### config.mk
export PLATFORM = sky130hd
export DESIGN_NAME = mbx_switch_top
export DESIGN_NICKNAME = d
export VERILOG_FILES = /design/src/rtl/mbx_pkg.sv /design/src/rtl/mbx_iso_reg.sv /design/src/rtl/mbx_addr_decode.sv /design/src/rtl/mbx_remap.sv /design/src/rtl/mbx_switch_ctl.sv /design/src/rtl/mbx_switch_top.sv
export SDC_FILE = /design/constraint.sdc
export NUM_CORES = 1
export LEC_CHECK = 0
export CAP_MARGIN = 25
export CORE_AREA = 2 2 61 63
export DETAILED_ROUTE_END_ITERATION = 8
export DIE_AREA = 0 0 63 65
export DONT_BUFFER_PORTS = 1
export REMOVE_ABC_BUFFERS = 1
export SETUP_SLACK_MARGIN = 0.2
export SLEW_MARGIN = 25
export SYNTH_ARGS = -nofsm -noshare
export SYNTH_HDL_FRONTEND = slang
export SYNTH_SLANG_ARGS = --single-unit
### constraint.sdc
create_clock -name clk -period 2.3 [get_ports clk]
set_input_delay 0.23 -clock clk [delete_from_list [all_inputs] [get_ports clk]]
set_output_delay 0.23 -clock clk [all_outputs]
set_load 0.1 [all_outputs]
### src/rtl/mbx_pkg.sv
package mbx_pkg;

   typedef enum logic {
      DIR_INWARD  = 1'b0,
      DIR_OUTWARD = 1'b1
   } drive_dir_e;

   // Bus on this node that faces a neighbour which used bus number k.
   function automatic int unsigned mirror_bus(input int unsigned k, input int unsigned nbus);
      return nbus - 1 - k;
   endfunction

endpackage

### src/rtl/mbx_iso_reg.sv
module mbx_iso_reg #(
   parameter int unsigned WIDTH = 7
) (
   input  logic             clk,
   input  logic             rst_n,
   input  logic             we,
   input  logic [WIDTH-1:0] wdata,
   output logic [WIDTH-1:0] q
);

   always_ff @(posedge clk or negedge rst_n) begin
      if (!rst_n)  q <= '0;
      else if (we) q <= wdata;
   end

endmodule

### src/rtl/mbx_addr_decode.sv
module mbx_addr_decode #(
   parameter int unsigned ADDR_W   = 16,
   parameter int unsigned OFFS_W   = 10,
   parameter int unsigned BUS_W    = 2,
   parameter int unsigned MBOX_TAG = 5,
   localparam int unsigned NBUS    = 1 << BUS_W
) (
   input  logic              cpu_valid,
   input  logic [ADDR_W-1:0] cpu_addr,
   input  logic [NBUS-1:0]   nbr_iso,
   output logic              local_mb,
   output logic              loc_sel,
   output logic [NBUS-1:0]   mb_req
);

   localparam int unsigned EXT_POS = OFFS_W + BUS_W;
   localparam int unsigned TAG_W   = ADDR_W - EXT_POS - 1;

   logic [TAG_W-1:0] tag_f;
   logic             ext_f;
   logic [BUS_W-1:0] bus_f;
   logic             tag_hit;

   assign tag_f   = cpu_addr[ADDR_W-1 -: TAG_W];
   assign ext_f   = cpu_addr[EXT_POS];
   assign bus_f   = cpu_addr[OFFS_W +: BUS_W];
   assign tag_hit = cpu_valid && (tag_f == TAG_W'(MBOX_TAG));

   assign local_mb = tag_hit && !ext_f;
   assign loc_sel  = cpu_valid && !(tag_hit && ext_f);

   for (genvar c = 0; c < NBUS; c++) begin : g_req
      assign mb_req[c] = tag_hit && ext_f && (bus_f == BUS_W'(c)) && !nbr_iso[c];
   end

endmodule

### src/rtl/mbx_remap.sv
module mbx_remap #(
   parameter int unsigned ADDR_W    = 16,
   parameter int unsigned OFFS_W    = 10,
   parameter int unsigned BUS_W     = 2,
   parameter bit          LOW_FIRST = 1'b1,
   localparam int unsigned NBUS     = 1 << BUS_W
) (
   input  logic [ADDR_W-1:0]      cpu_addr,
   input  logic [NBUS-1:0]        aout_m,
   input  logic [NBUS*ADDR_W-1:0] ib_addr_in,
   output logic [ADDR_W-1:0]      mem_addr,
   output logic                   remote_active
);

   localparam int unsigned EXT_POS = OFFS_W + BUS_W;

   logic [BUS_W-1:0]  sel_k;
   logic [BUS_W-1:0]  sel_bus;
   logic [ADDR_W-1:0] in_word;

   if (LOW_FIRST) begin : g_low
      always_comb begin
         sel_k = '0;
         for (int k = NBUS - 1; k >= 0; k--) begin
            if (aout_m[k]) sel_k = BUS_W'(k);
         end
      end
   end else begin : g_high
      always_comb begin
         sel_k = '0;
         for (int k = 0; k < NBUS; k++) begin
            if (aout_m[k]) sel_k = BUS_W'(k);
         end
      end
   end

   assign sel_bus       = ~sel_k;
   assign in_word       = ib_addr_in[int'(sel_bus)*ADDR_W +: ADDR_W];
   assign remote_active = |aout_m;

   always_comb begin
      if (remote_active) begin
         mem_addr          = in_word;
         mem_addr[EXT_POS] = 1'b0;
      end else begin
         mem_addr = cpu_addr;
      end
   end

endmodule

### src/rtl/mbx_switch_ctl.sv
module mbx_switch_ctl
   import mbx_pkg::*;
#(
   parameter int unsigned NPROC = 3,
   parameter int unsigned BUS_W = 2,
   localparam int unsigned NBUS = 1 << BUS_W
) (
   input  logic [NPROC-1:0] phase,
   input  logic [NPROC-1:0] proc_iso,
   input  logic [NBUS-1:0]  svc_m,
   input  logic [NBUS-1:0]  ain_m,
   input  logic [NBUS-1:0]  aout_m,
   input  logic             rd_wr,
   input  logic [NBUS-1:0]  ib_rd_in,
   output logic [NPROC-1:0] ps_en,
   output logic             pbs_en,
   output logic [NBUS-1:0]  ibs_a_en,
   output logic [NBUS-1:0]  ibs_d_en,
   output logic [NBUS-1:0]  ibs_d_out
);

   logic any_ack_out;
   assign any_ack_out = |aout_m;
   assign pbs_en      = !((|svc_m) || (|ain_m));

   for (genvar i = 0; i < NPROC; i++) begin : g_ps
      assign ps_en[i] = phase[i] && !any_ack_out && !proc_iso[i];
   end

   for (genvar c = 0; c < NBUS; c++) begin : g_ibs
      localparam int unsigned MC = mirror_bus(c, NBUS);
      logic       out_path;
      logic       in_path;
      drive_dir_e dir;

      assign out_path = svc_m[c] && ain_m[c];
      assign in_path  = aout_m[MC];

      always_comb begin
         if ((out_path && !rd_wr) || (in_path && ib_rd_in[c])) dir = DIR_OUTWARD;
         else                                                  dir = DIR_INWARD;
      end

      assign ibs_a_en[c]  = out_path || in_path;
      assign ibs_d_en[c]  = out_path || in_path;
      assign ibs_d_out[c] = (dir == DIR_OUTWARD);
   end

endmodule

### src/rtl/mbx_switch_top.sv
module mbx_switch_top
   import mbx_pkg::*;
#(
   parameter int unsigned ADDR_W    = 16,
   parameter int unsigned OFFS_W    = 10,
   parameter int unsigned BUS_W     = 2,
   parameter int unsigned NPROC     = 3,
   parameter int unsigned MBOX_TAG  = 5,
   parameter bit          LOW_FIRST = 1'b1,
   localparam int unsigned NBUS     = 1 << BUS_W,
   localparam int unsigned ISO_W    = NPROC + NBUS
) (
   input  logic                   clk,
   input  logic                   rst_n,
   input  logic                   iso_we,
   input  logic [ISO_W-1:0]       iso_wdata,
   output logic [ISO_W-1:0]       iso_q,
   input  logic                   cpu_valid,
   input  logic [ADDR_W-1:0]      cpu_addr,
   input  logic                   rd_wr,
   input  logic [NPROC-1:0]       phase,
   input  logic [NBUS-1:0]        svc_req,
   input  logic [NBUS-1:0]        ack_in,
   input  logic [NBUS-1:0]        ack_out,
   input  logic [NBUS*ADDR_W-1:0] ib_addr_in,
   input  logic [NBUS-1:0]        ib_rd_in,
   output logic                   local_mb,
   output logic                   loc_sel,
   output logic [NBUS-1:0]        mb_req,
   output logic [ADDR_W-1:0]      mem_addr,
   output logic                   remote_active,
   output logic [NPROC-1:0]       ps_en,
   output logic                   pbs_en,
   output logic [NBUS-1:0]        ibs_a_en,
   output logic [NBUS-1:0]        ibs_d_en,
   output logic [NBUS-1:0]        ibs_d_out
);

   localparam int unsigned TAG_W = ADDR_W - OFFS_W - BUS_W - 1;

   if (TAG_W < 1) begin : g_bad_split
      $error("address too narrow for tag, flag, bus and offset fields");
   end
   if (MBOX_TAG >= (1 << TAG_W)) begin : g_bad_tag
      $error("MBOX_TAG does not fit in the tag field");
   end
   if (NPROC < 1) begin : g_bad_proc
      $error("at least one processor is required");
   end

   logic [NBUS-1:0]  nbr_iso;
   logic [NPROC-1:0] proc_iso;
   logic [NBUS-1:0]  svc_m;
   logic [NBUS-1:0]  ain_m;
   logic [NBUS-1:0]  aout_m;

   mbx_iso_reg #(.WIDTH(ISO_W)) u_iso (
      .clk   (clk),
      .rst_n (rst_n),
      .we    (iso_we),
      .wdata (iso_wdata),
      .q     (iso_q)
   );

   assign proc_iso = iso_q[NPROC-1:0];
   assign nbr_iso  = iso_q[ISO_W-1:NPROC];

   for (genvar c = 0; c < NBUS; c++) begin : g_mask
      localparam int unsigned MC = mirror_bus(c, NBUS);
      assign svc_m[c]  = svc_req[c] && !nbr_iso[c];
      assign ain_m[c]  = ack_in[c]  && !nbr_iso[c];
      assign aout_m[c] = ack_out[c] && !nbr_iso[MC];
   end

   mbx_addr_decode #(
      .ADDR_W(ADDR_W), .OFFS_W(OFFS_W), .BUS_W(BUS_W), .MBOX_TAG(MBOX_TAG)
   ) u_dec (
      .cpu_valid (cpu_valid),
      .cpu_addr  (cpu_addr),
      .nbr_iso   (nbr_iso),
      .local_mb  (local_mb),
      .loc_sel   (loc_sel),
      .mb_req    (mb_req)
   );

   mbx_remap #(
      .ADDR_W(ADDR_W), .OFFS_W(OFFS_W), .BUS_W(BUS_W), .LOW_FIRST(LOW_FIRST)
   ) u_remap (
      .cpu_addr      (cpu_addr),
      .aout_m        (aout_m),
      .ib_addr_in    (ib_addr_in),
      .mem_addr      (mem_addr),
      .remote_active (remote_active)
   );

   mbx_switch_ctl #(.NPROC(NPROC), .BUS_W(BUS_W)) u_sw (
      .phase     (phase),
      .proc_iso  (proc_iso),
      .svc_m     (svc_m),
      .ain_m     (ain_m),
      .aout_m    (aout_m),
      .rd_wr     (rd_wr),
      .ib_rd_in  (ib_rd_in),
      .ps_en     (ps_en),
      .pbs_en    (pbs_en),
      .ibs_a_en  (ibs_a_en),
      .ibs_d_en  (ibs_d_en),
      .ibs_d_out (ibs_d_out)
   );

endmodule

; ---- Yosys cells after proc, flatten, opt, wreduce, memory -nomap -nowiden
; Index checks and enable logic that the tools add are counted.
[totals]
romBits = 0
word_cells = 83
latch_bits = 0
mem_count = 0
mem_bits_rw = 0
ff_bits = 7
input_bits = 111
[op_classes]
reduce_logical = 67
add_sub_neg = 0
eq_ne = 4
muxes = 9
n_lt_le_gt_ge = 0
div_mod_pow = 0
shift = 1
n_mul = 0
bitwise = 1
[ops]
columns = cell, count
row1 = 64-bit by 7-bit indexed part select with 16-bit output, 1
row2 = 1-bit logical AND, 42
row3 = 16-bit 2-to-1 mux, 1
row4 = 1-bit logical NOT, 12
row5 = 4-bit OR reduction, 3
row6 = 1-bit logical OR, 9
row7 = 2-bit 2-to-1 mux, 4
row8 = "2-bit == test, second input constant", 2
row9 = 1-bit 2-to-1 mux, 4
row10 = "3-bit == test, second input constant", 1
row11 = "2-bit by 1-bit == test with 1-bit output, second input constant", 1
row12 = 2-bit logical NOT, 1
row13 = 2-bit NOT, 1

; ---- Depth between registers and ports, before layout
; Gate-level depths: netlist (run 1).
[logic_depth]
word_depth = 9
mapped_depth = 6
depth_no_buf = 4

; ---- By module
; From an unflattened synthesis (run 1), not the netlist that was laid out.
[unflattened]
cells_unflattened = 192
area_unflattened_um2 = 1545.2
[by_module_without_submodules]
columns = module, n_inst, area_each_um2, cells_each, seq_area_each_um2
row1 = mbx_remap, 1, 878.3, 122, 0.0
row2 = mbx_iso_reg, 1, 291.5, 15, 175.2
row3 = mbx_switch_ctl, 1, 202.7, 31, 0.0
row4 = mbx_addr_decode, 1, 97.6, 12, 0.0
row5 = mbx_switch_top, 1, 75.1, 12, 0.0

; ---- Worst setup path before layout (run 1)
; Ideal clock, no wire load.
[synth_timing]
path_kind = flip-flop to output port
start = register u_iso.q[4]
end = output port mb_req[1]
path_slack_ns = -1.970
required_ns = 2.070
t_arrival_ns = 4.040
stages_incl_launch_ff = 2
path_buffers = 0
cell_sequence = dfrtp_1 > nor4b_1
[synth_via]
elab_chain_len = 2
[synth_lines]
columns = element, line_no
row1 = "start, declared", mbx_iso_reg.sv:8  ; output logic [WIDTH-1:0] q
row2 = "start signal, assigned", mbx_iso_reg.sv:13  ; else if (we) q <= wdata;
row3 = 1-bit logical NOT, mbx_addr_decode.sv:33  ; assign mb_req[c] = tag_hit && ext_f && (bus_f == BUS_W'(c)) && !nbr_iso[c];
row4 = 1-bit logical AND, mbx_addr_decode.sv:33
row5 = "end, declared", mbx_switch_top.sv:29  ; output logic [NBUS-1:0] mb_req,
; Every way passes these cells.

; ---- Worst setup path after layout (run 1)
[layout_timing]
start = register u_iso.q[4]
end = output port mem_addr[1]
[layout_via]
elab_chain_len = 8
[layout_lines]
columns = element, line_no
row1 = 1-bit logical NOT (*), mbx_switch_top.sv:72  ; assign aout_m[c] = ack_out[c] && !nbr_iso[MC];
row2 = 1-bit logical AND (*), mbx_switch_top.sv:72
row3 = 2-bit 2-to-1 mux (3 in a row), mbx_remap.sv:25  ; if (aout_m[k]) sel_k = BUS_W'(k);
row4 = 2-bit NOT, mbx_remap.sv:37  ; assign sel_bus = ~sel_k;
row5 = 64-bit by 7-bit indexed part select with 16-bit output, mbx_remap.sv:38  ; assign in_word = ib_addr_in[int'(sel_bus)*ADDR_W +: ADDR_W];
row6 = 16-bit 2-to-1 mux (*), mbx_remap.sv:42  ; if (remote_active) begin
row7 = "end, declared", mbx_switch_top.sv:30  ; output logic [ADDR_W-1:0] mem_addr,
; Every way passes the cells marked *; elsewhere a longest branch is shown, timed or not.

==> impl_metrics.json, run 1 <==
{
  "drt-pass1-iter-count": 4,
  "global_route.usage.met2_pct": 47.07,
  "timing.max_cap.violations": 0,
  "layout_top_registers": "u_iso.q x7",
  "yosys.area_share.xor_xnor_pct": 0,
  "share_seq_of_total_power_pct": 8.7,
  "worst_slew_margin_rel_pct": 69.64,
  "holdCritPathClass": "primary input to register",
  "max_flop_register": "u_iso.q",
  "synth_fa_ha_area_share_pct": 0,
  "min_tclk_post_route_ns": 2.063,
  "pin_slew_with_the_least_headroom_to_its_limit_ns": 0.4517,
  "synth_ff_type": "sky130_fd_sc_hd__dfrtp_1",
  "synth_largest_type_area_fraction_pct": 14.74,
  "synth-compound-area-share_pct": 34.63,
  "setup_repair_after_global_routing_missed_its_margin": "true",
  "insertion_delay_to_the_later_sink_of_the_worst_skew_pair_ns": 0.25,
  "place_congestion": 0.8084,
  "synth_top_cell_by_area": "sky130_fd_sc_hd__dfrtp_1",
  "largest_reg_flops": 7,
  "cts_root_buffer": "sky130_fd_sc_hd__clkbuf_4",
  "finalWirelength_microns": 5224,
  "intPower_uw": 663.4,
  "critical_path.startpoint_type": "register",
  "globalRouteOverflowTotal": 0,
  "worstPathCellList": "nand2b_2 -> buf_6 -> o211a_1 -> a221oi_2 -> o21ai_2 -> buf_12",
  "count_of_pins_on_the_block_boundary": 157,
  "fin_tns_setup_ns": 0,
  "post_drt_via_cell_ratio": 6.159,
  "grt_max_degree": 20,
  "cts_buffers": 3,
  "clock_sinks": 7,
  "report.final.setup_viol": 0,
  "total_power_mw": 1.689,
  "chipWidth_microns": 63,
  "pwr-share-clk_pct": 6.6,
  "synth_enable_flop_cells": 0,
  "signed_area_change_from_the_synthesized_netlist_to_the_final_layout_pct": 94.32,
  "port_buffers": 0,
  "critPathMaxStageDelay_ns": 0.39,
  "antenna_cells": 0,
  "nNetsFinal": 322,
  "cts_tree": "yes",
  "total_switching_power_mw": 1.025,
  "fp.coreArea_sq_um": 3496,
  "switching_share_pct": 60.72,
  "dp_slack_ns": 0.3339,
  "m1_gr_usage_pct": 23.60,
  "cp.arrival_ns": 1.83,
  "fraction_of_synthesized_area_in_multiplexers_pct": 6.632,
  "finalWorstSetupSlack_ns": 0.2370,
  "layoutNonFillerInstCount": 258,
  "cts.htree.levels": 1,
  "critPathRequiredTime_ns": 2.07,
  "finalClockSkew_ns": 0,
  "outcome": "complete, no violations",
  "pwr_density_cell_nw_per_um2": 731.2,
  "final-hold-violation-count": 0,
  "std_cell_rows": 22,
  "comb_power_share_pct": 84.7,
  "timing.critical_path.slowest_stage_cell": "sky130_fd_sc_hd__dfrtp_1",
  "routed-via-count": 1589,
  "post_synth_num_cell_types": 33,
  "chipHeight_microns": 65,
  "initial_core_util_pct": 34.00,
  "first_global_vias": 1695,
  "post_route_cells_drive_above_1_share_pct": 51.43,
  "class_of_the_most_critical_setup_path": "register to output pin",
  "hold-worst-slack_ns": 0.1214,
  "grt_first_pass_wirelength_microns": 7866,
  "synth_area_sq_um": 1189,
  "netlist_instances": 166,
  "p_leak_nw": 0.8556,
  "routed_len_inst_microns": 20.25,
  "path_clk_slew_ns": 0.05,
  "met3_use_gr_pct": 7.118,
  "post-route-drc-count": 0,
  "number_of_antenna_violations_at_the_first_check_in_global_routing": 0,
  "place.detailed.hpwl_microns": 4201,
  "async_flop_share_pct": 100.0,
  "crit_path_end_kind": "output pin",
  "most_area_consuming_cells_after_synthesis": "sky130_fd_sc_hd__dfrtp_1 15%, sky130_fd_sc_hd__o221ai_1 10%, sky130_fd_sc_hd__nor2_1 10%",
  "grt_most_used_layer": "met2",
  "synth_seq_cells": 7,
  "family_of_cells_with_the_greatest_summed_delay_on_the_critical_path": "compound AO/OA/AOI/OAI gates",
  "timing_max_transition_violations_final": 0,
  "placed_cell_area_sq_um": 2118,
  "synth_top_family_by_area": "compound AO/OA/AOI/OAI gates",
  "die_area_sq_um": 4095,
  "yosys_warnings": 0,
  "crit_fanout": 16,
  "cts_buffer_depth": 2,
  "period_share_pct": 89.70,
  "initialDrtViolationCount": 100,
  "finalInstanceArea_sq_um": 2310,
  "drt.antenna.violating_nets": 0,
  "combined_global_route_utilization_of_all_metal_layers_pct": 24.07,
  "cp_num_buf_inv": 2,
  "post-route-util_pct": 66.07,
  "synthesis.area_per_instance_sq_um": 7.160,
  "ir_drop_uv": 494.5,
  "synthSimpleGateAreaFrac_pct": 32.74,
  "max_freq_ghz": 0.4847,
  "placed_cells_incl_taps": 250,
  "synth_sequential_area_ratio_pct": 14.74
}
==> layout make-up <==
cell class / count / area [sq um]
fill: 274 / 1186
multi-input combinational: 140 / 1157
clock buffer: 4 / 26.28
inverter: 1 / 3.754
sequential: 7 / 175.2
timing repair buffer: 58 / 887.1
tap: 48 / 60.06
==> path summary, 6_finish.rpt <==
check | from | endpoint | slack [ns] | depth (start not counted)
worst max-delay path | u_iso.q[4] | mem_addr[1] | 0.24 | 6
worst min-delay path | iso_wdata[5] | u_iso.q[5] | 0.12 | 1
worst max register to register | u_iso.q[6] | u_iso.q[6] | 1.12 | 3
worst min register to register | u_iso.q[0] | u_iso.q[0] | 0.56 | 1
max in group asynchronous | rst_n | u_iso.q[2] | 1.76 | 1
min in group asynchronous | rst_n | u_iso.q[6] | 0.29 | 1
==> timing repair <==
item                       CTS  global route
setup buffers                3             0
gates resized for setup      6             8
hold endpoints to repair     7             0
hold buffers                 1             0
setup endpoints to repair   15            15
pin swaps                    7            10
==> logic make-up (layout without fill, tap and decap cells) <==
| group | Yosys count | in the layout |
|---|---|---|
| AOI/OAI and AO/OA | 58 | 58 |
| and+or+nand+nor | 75 | 75 |
| buffers and inverters | 19 | 63 |
| muxes | 7 | 7 |
| DFF | 7 | 7 |
==> power groups by stage <==
stage / sequential, mW / combinational, mW / clock [mW]
final: 0.147 / 1.43 / 0.112
after global routing: 0.148 / 1.47 / 0.121
after CTS: 0.147 / 1.40 / 0.117
after detailed placement: 0.149 / 1.36 / 0
after global placement: 0.148 / 1.34 / 0
after floorplan: 0.244 / 0.778 / 0
==> cell usage in the layout (no fill, tap or decap), types with 2 or more instances in the layout <==
cell,synthesis,routed
sky130_fd_sc_hd__a31oi_4,0,10
sky130_fd_sc_hd__a21oi_1,8,8
sky130_fd_sc_hd__nand2b_1,4,2
sky130_fd_sc_hd__mux2_2,7,7
sky130_fd_sc_hd__o221ai_1,14,14
sky130_fd_sc_hd__clkbuf_16,0,3
sky130_fd_sc_hd__nor2_4,2,6
sky130_fd_sc_hd__clkbuf_4,0,3
sky130_fd_sc_hd__buf_12,0,25
sky130_fd_sc_hd__buf_4,9,24
sky130_fd_sc_hd__a31oi_2,0,4
sky130_fd_sc_hd__and2_1,2,2
sky130_fd_sc_hd__nor2b_1,2,2
sky130_fd_sc_hd__buf_16,0,4
sky130_fd_sc_hd__nor2_1,32,22
sky130_fd_sc_hd__nor2_2,0,6
sky130_fd_sc_hd__o22ai_1,2,2
sky130_fd_sc_hd__dfrtp_1,7,7
sky130_fd_sc_hd__a22oi_1,15,15
sky130_fd_sc_hd__nor3b_2,0,4
sky130_fd_sc_hd__nand2_1,19,19
==> cell usage after synthesis (2+ instances only) <==
master,n
sky130_fd_sc_hd__o221ai_1,14
sky130_fd_sc_hd__buf_2,5
sky130_fd_sc_hd__nor2b_1,2
sky130_fd_sc_hd__a21oi_1,8
sky130_fd_sc_hd__o22ai_1,2
sky130_fd_sc_hd__buf_6,3
sky130_fd_sc_hd__nand2_1,19
sky130_fd_sc_hd__nor2_1,32
sky130_fd_sc_hd__nor2_4,2
sky130_fd_sc_hd__nor3b_1,4
sky130_fd_sc_hd__and2_1,2
sky130_fd_sc_hd__nand2b_1,4
sky130_fd_sc_hd__a31oi_1,14
sky130_fd_sc_hd__mux2_2,7
sky130_fd_sc_hd__dfrtp_1,7
sky130_fd_sc_hd__a22oi_1,15
sky130_fd_sc_hd__buf_4,9
sky130_fd_sc_hd__o21ai_0,2
==> per-layer routing <==
metal / wire length, microns / up-vias
li1: - / 712
met1: 1678 / 726
met2: 2802 / 139
met3: 638 / 12
met4: 105 / 0
met5: 0 / -
==> worst reg2reg max path, delay by kind of cell (launching register included) <==
| family | cells | cell delay [ns] |
|---|---|---|
| buffers and inverters | 2 | 0.37 |
| multiplexers | 1 | 0.31 |
| flip-flops | 1 | 0.38 |
No activity file was read; power rests on OpenSTA's default activity.
==> run 2, diff against run 1 <==
clock period = 1.8 ns   (was 2.3 ns; I/O delays follow)
==> run 2 against run 1 <==
  * The run now ends with negative setup slack left
  * Global-route usage is 2.3 points higher
  * Die area did not move
  * Sequential cell count stayed put
  * Wire length rose by 12%
  * Sequential share of layout area fell by 1.1 points
  * Clock power grew 26%
  * Non-clock buffer count increased by 7
  * Cell count increased by 2.7%
  * Worst hold slack worse by 0.039 ns
  * Setup slack got worse by 0.47 ns
  * Total power up 37%
  * Critical path type unchanged
  * Largest power group unchanged
==> impl_metrics.json, run 2 (synthesis results as in run 1) <==
{
  "worstPathCellList": "buf_4 -> and2b_1 -> nor3_4 -> buf_12 -> nand2_1 -> a31oi_4 -> buf_12",
  "cp_common_cell": "sky130_fd_sc_hd__buf_12",
  "largest_reg_flops": 7,
  "finalWirelength_microns": 5872,
  "holdCritPathClass": "primary input to register",
  "cts_buffer_depth": 2,
  "antenna_cells": 0,
  "clock_sinks": 7,
  "violations": "negative setup slack",
  "cts_buffers": 3,
  "critical_path.startpoint_type": "register",
  "nFillCells": 219,
  "first_global_vias": 1737,
  "worst_slew_margin_rel_pct": 77.21,
  "initialDrtViolationCount": 129,
  "total_power_mw": 2.317,
  "finalWorstSetupSlack_ns": -0.2294,
  "timing.critical_path.slowest_stage_cell": "sky130_fd_sc_hd__dfrtp_1",
  "fin_tns_setup_ns": -3.005,
  "port_buffers": 0,
  "post_route_cells_drive_above_1_share_pct": 62.21,
  "ir_drop_uv": 586.8,
  "placed_cells_incl_taps": 256,
  "reg2reg_setup_slack_ns": 0.70,
  "grt_max_degree": 20,
  "layout_top_registers": "u_iso.q x7",
  "timing.max_cap.violations": 0,
  "number_of_antenna_violations_at_the_first_check_in_global_routing": 0,
  "routed_len_inst_microns": 22.16,
  "timing.reg2reg.worst_path_depth": 3,
  "critPathRequiredTime_ns": 1.62,
  "min_tclk_post_route_ns": 2.029,
  "cts.htree.levels": 1,
  "class_of_the_most_critical_setup_path": "register to output pin",
  "cp_num_buf_inv": 3,
  "fp.coreArea_sq_um": 3496,
  "dp_slack_ns": -0.1083,
  "layout_commonest_cell": "sky130_fd_sc_hd__buf_12",
  "finalInstanceArea_sq_um": 2688,
  "pwr_density_cell_nw_per_um2": 862.1,
  "grt_first_pass_wirelength_microns": 8590,
  "timing.critical_path.depth": 7,
  "timing_max_transition_violations_final": 0,
  "max_freq_ghz": 0.4928,
  "drt.antenna.violating_nets": 0,
  "family_of_cells_with_the_greatest_summed_delay_on_the_critical_path": "buffers and inverters",
  "layout.cells.most_common_list": "36 x sky130_fd_sc_hd__buf_12, 22 x sky130_fd_sc_hd__nor2_1, 18 x sky130_fd_sc_hd__nand2_1, 17 x sky130_fd_sc_hd__buf_4, 13 x sky130_fd_sc_hd__o221ai_2",
  "worstHoldPathCells": 1,
  "report.final.setup_viol": 17,
  "signed_area_change_from_the_synthesized_netlist_to_the_final_layout_pct": 126.1,
  "layoutNonFillerInstCount": 265,
  "path_clk_slew_ns": 0.05,
  "critPathMaxStageDelay_ns": 0.37,
  "count_of_pins_on_the_block_boundary": 157,
  "cts_root_buffer": "sky130_fd_sc_hd__clkbuf_4",
  "p_leak_nw": 0.9820,
  "setup_repair_after_global_routing_missed_its_margin": "true",
  "pin_slew_with_the_least_headroom_to_its_limit_ns": 0.3408,
  "post_drt_via_cell_ratio": 6.098,
  "insertion_delay_to_the_later_sink_of_the_worst_skew_pair_ns": 0.25,
  "nNetsFinal": 329,
  "globalRouteOverflowTotal": 0,
  "period_share_pct": 112.7,
  "initial_core_util_pct": 34.00,
  "max_flop_register": "u_iso.q",
  "final-hold-violation-count": 0,
  "hold-worst-slack_ns": 0.08272,
  "crit_path_end_kind": "output pin",
  "std_cell_rows": 22,
  "place.detailed.hpwl_microns": 4411,
  "cts_tree": "yes",
  "drt-pass1-iter-count": 4,
  "combined_global_route_utilization_of_all_metal_layers_pct": 26.38,
  "crit_fanout": 14,
  "cp.arrival_ns": 1.85,
  "place_congestion": 0.8124,
  "post-route-util_pct": 76.88,
  "routed-via-count": 1616,
  "placed_cell_area_sq_um": 2238,
  "outcome": "finished with violations",
  "chipHeight_microns": 65,
  "post-route-drc-count": 0,
  "chipWidth_microns": 63,
  "finalClockSkew_ns": 0,
  "die_area_sq_um": 4095
}
==> run 2: changes by cell type in the layout (fill, tap and decap cells not counted), moves of 3 or more <==
cell / change
sky130_fd_sc_hd__a22oi_2: +4
sky130_fd_sc_hd__a22oi_1: -4
sky130_fd_sc_hd__nor3b_2: -3
sky130_fd_sc_hd__buf_12: +11
sky130_fd_sc_hd__o221ai_2: +13
sky130_fd_sc_hd__nor3b_4: +3
sky130_fd_sc_hd__buf_4: -7
sky130_fd_sc_hd__o221ai_1: -13
==> run 2: cell type report <==
class	count	area [sq um]	area share (%)
clock buffer	4	26.28	0.9777
inverter	1	3.754	0.1397
multi-input combinational	140	1326	49.35
sequential	7	175.2	6.518
tap	48	60.06	2.235
timing repair buffer	65	1096	40.78
==> run 2: where the power goes <==
group / total [mW] / switching, mW / leakage (nW) / internal (mW)
Combinational: 1.98 / 1.29 / 0.885 / 0.693
Sequential: 0.195 / 0.0215 / 0.0819 / 0.173
Clock: 0.141 / 0.0562 / 0.0150 / 0.0845
Total: 2.32 / 1.37 / 0.982 / 0.951
==> run 2: worst paths after layout <==
path,from,end
min in group asynchronous,rst_n,u_iso.q[0]
max in group asynchronous,rst_n,u_iso.q[4]
worst max register to register,u_iso.q[6],u_iso.q[6]
worst min register to register,u_iso.q[0],u_iso.q[0]
worst min-delay path,iso_wdata[1],u_iso.q[1]
worst max-delay path,u_iso.q[4],mem_addr[8]
==> run 2: repair_timing <==
item,in CTS,in global routing
pin swaps,9,2
resized for setup,29,29
endpoints found under the setup margin,27,25
endpoints found under the hold margin,7,0
hold buffers,1,0
buffers inserted,2,2
==> run 2: per-layer routing <==
layer / global-route usage, % / vias to the layer above / routed length [microns]
met2: 49.47 / 125 / 3077
met3: 8.333 / 12 / 691
met4: 8.611 / 0 / 115
met5: 0 / - / 0
li1: - / 731 / -
met1: 27.77 / 748 / 1987
==> run 3, diff against run 2 <==
CTS_CLUSTER_SIZE = 14   (was not set)
clock period = 1.6 ns   (was 1.8 ns; I/O delays follow)
==> run 3 against run 2 <==
  * The flow still finishes with violations (negative setup slack)
  * Core utilization increased by 8.1 points
  * Non-clock buffer count rose by 15
  * Clock skew stayed put
  * Largest power group unchanged
  * Highest routed layer unchanged
==> impl_metrics.json, run 3 (synthesis results as in run 1) <==
{
  "pin_slew_with_the_least_headroom_to_its_limit_ns": 0.3687,
  "finalWirelength_microns": 6868,
  "finalWorstSetupSlack_ns": -0.4130,
  "pwr_density_cell_nw_per_um2": 938.6,
  "signed_area_change_from_the_synthesized_netlist_to_the_final_layout_pct": 149.8,
  "crit_path_end_kind": "output pin",
  "finalClockSkew_ns": 0,
  "cp_num_buf_inv": 3,
  "violations": "negative setup slack",
  "nNetsFinal": 344,
  "insertion_delay_to_the_later_sink_of_the_worst_skew_pair_ns": 0.25,
  "layout.cells.most_common_list": "38 x sky130_fd_sc_hd__buf_12, 22 x sky130_fd_sc_hd__buf_4, 17 x sky130_fd_sc_hd__nand2_1, 17 x sky130_fd_sc_hd__nor2_1, 15 x sky130_fd_sc_hd__a22oi_1",
  "max_flop_register": "u_iso.q",
  "post-route-util_pct": 84.93,
  "routed-via-count": 1796,
  "nFillCells": 156,
  "grt_max_degree": 17,
  "critPathMaxStageDelay_ns": 0.40,
  "total_power_mw": 2.787,
  "timing_max_transition_violations_final": 0,
  "min_tclk_post_route_ns": 2.013,
  "cts_tree": "yes",
  "first_global_vias": 1954,
  "layoutNonFillerInstCount": 280,
  "critical_path.startpoint_type": "register",
  "fp.coreArea_sq_um": 3496,
  "max_freq_ghz": 0.4968,
  "p_leak_nw": 1.117,
  "number_of_antenna_violations_at_the_first_check_in_global_routing": 0,
  "routed_len_inst_microns": 24.53,
  "cts.htree.levels": 1,
  "port_buffers": 0,
  "cts_buffers": 3,
  "path_clk_slew_ns": 0.06,
  "setup_repair_after_global_routing_missed_its_margin": "true",
  "combined_global_route_utilization_of_all_metal_layers_pct": 29.46,
  "outcome": "finished with violations",
  "layout_commonest_cell": "sky130_fd_sc_hd__buf_12",
  "post-route-drc-count": 0,
  "timing.max_cap.violations": 0,
  "chipWidth_microns": 63,
  "critPathRequiredTime_ns": 1.44,
  "place.detailed.hpwl_microns": 4347,
  "cts_buffer_depth": 2,
  "antenna_cells": 0,
  "chipHeight_microns": 65,
  "layout_top_registers": "u_iso.q x7",
  "report.final.setup_viol": 29,
  "placed_cells_incl_taps": 256,
  "grt_first_pass_wirelength_microns": 9556,
  "cp.arrival_ns": 1.85,
  "crit_fanout": 16,
  "drt-pass1-iter-count": 4,
  "drt.antenna.violating_nets": 0,
  "cp_common_cell": "sky130_fd_sc_hd__buf_12",
  "family_of_cells_with_the_greatest_summed_delay_on_the_critical_path": "compound AO/OA/AOI/OAI gates",
  "initial_core_util_pct": 34.00,
  "period_share_pct": 125.8,
  "initialDrtViolationCount": 103,
  "die_area_sq_um": 4095,
  "fin_tns_setup_ns": -7.819,
  "finalInstanceArea_sq_um": 2969,
  "ir_drop_uv": 735.8,
  "worstPathCellList": "buf_4 -> nand2b_4 -> buf_12 -> o211a_1 -> a221oi_2 -> o21ai_2 -> buf_12",
  "globalRouteOverflowTotal": 0,
  "post_route_cells_drive_above_1_share_pct": 67.24,
  "holdCritPathClass": "primary input to register",
  "std_cell_rows": 22,
  "place_congestion": 0.8980,
  "clock_sinks": 7,
  "count_of_pins_on_the_block_boundary": 157,
  "placed_cell_area_sq_um": 2238,
  "post_drt_via_cell_ratio": 6.414,
  "timing.critical_path.slowest_stage_cell": "sky130_fd_sc_hd__dfrtp_1",
  "worst_slew_margin_rel_pct": 75.34,
  "largest_reg_flops": 7,
  "class_of_the_most_critical_setup_path": "register to output pin",
  "final-hold-violation-count": 0,
  "cts_root_buffer": "sky130_fd_sc_hd__clkbuf_4"
}
==> run 3: cell count changes in the layout (fill, tap and decap cells not counted), moves of 4 or more <==
cell                      before  now
sky130_fd_sc_hd__buf_6         2    9
sky130_fd_sc_hd__buf_4        17   22
sky130_fd_sc_hd__nor2_1       22   17
sky130_fd_sc_hd__nor2_4        7   12
sky130_fd_sc_hd__a22oi_1      11   15
sky130_fd_sc_hd__a22oi_2       4    0
==> run 3: per-stage QoR <==
step	hold slack (ns)	setup slack [ns]
2_1_floorplan	-0.1356	-3.117
3_3_place_gp	-0.1354	-0.1962
3_5_place_dp	-0.1354	-0.3010
4_1_cts	0.05346	-0.3884
5_1_grt	0.04762	-0.4460
6_report	0.04531	-0.4130
==> run 3: cell type report <==
class / instances / area, sq um / area share (%)
Clock buffer: 4 / 26.28 / 0.8850
Multi-Input combinational cell: 140 / 1413 / 47.58
Timing Repair Buffer: 80 / 1290 / 43.45
Inverter: 1 / 3.754 / 0.1264
Tap cell: 48 / 60.06 / 2.023
Sequential cell: 7 / 176.4 / 5.942
==> run 3: timing repair <==
action	in CTS	in global routing
cloned	2	0
pin swaps	19	11
endpoints found under the hold margin	7	0
gates resized for setup	51	42
setup buffers	9	8
endpoints found under the setup margin	37	37
hold buffers	1	0
==> run 3: path summary, 6_finish.rpt <==
kind	cells past startpoint	from	to	slack [ns]
worst max-delay path	7	u_iso.q[4]	mem_addr[1]	-0.41
max in group asynchronous	1	rst_n	u_iso.q[5]	1.07
min in group asynchronous	1	rst_n	u_iso.q[4]	0.24
worst min-delay path	1	iso_wdata[5]	u_iso.q[5]	0.05
worst max register to register	4	u_iso.q[3]	u_iso.q[3]	0.32
worst min register to register	1	u_iso.q[0]	u_iso.q[0]	0.61
==> run 3: power breakdown <==
| group | internal, mW | switching, mW | total, mW |
|---|---|---|---|
| sequential | 0.195 | 0.0215 | 0.217 |
| combinational | 0.882 | 1.51 | 2.40 |
| clock | 0.0960 | 0.0785 | 0.174 |
==> run 3: layer usage <==
metal | track usage [%] | share of wire, %
met2 | 57.45 | 55
met5 | 0 | 0
met4 | 12.22 | 3.1
met1 | 27.51 | 31
met3 | 10.59 | 11
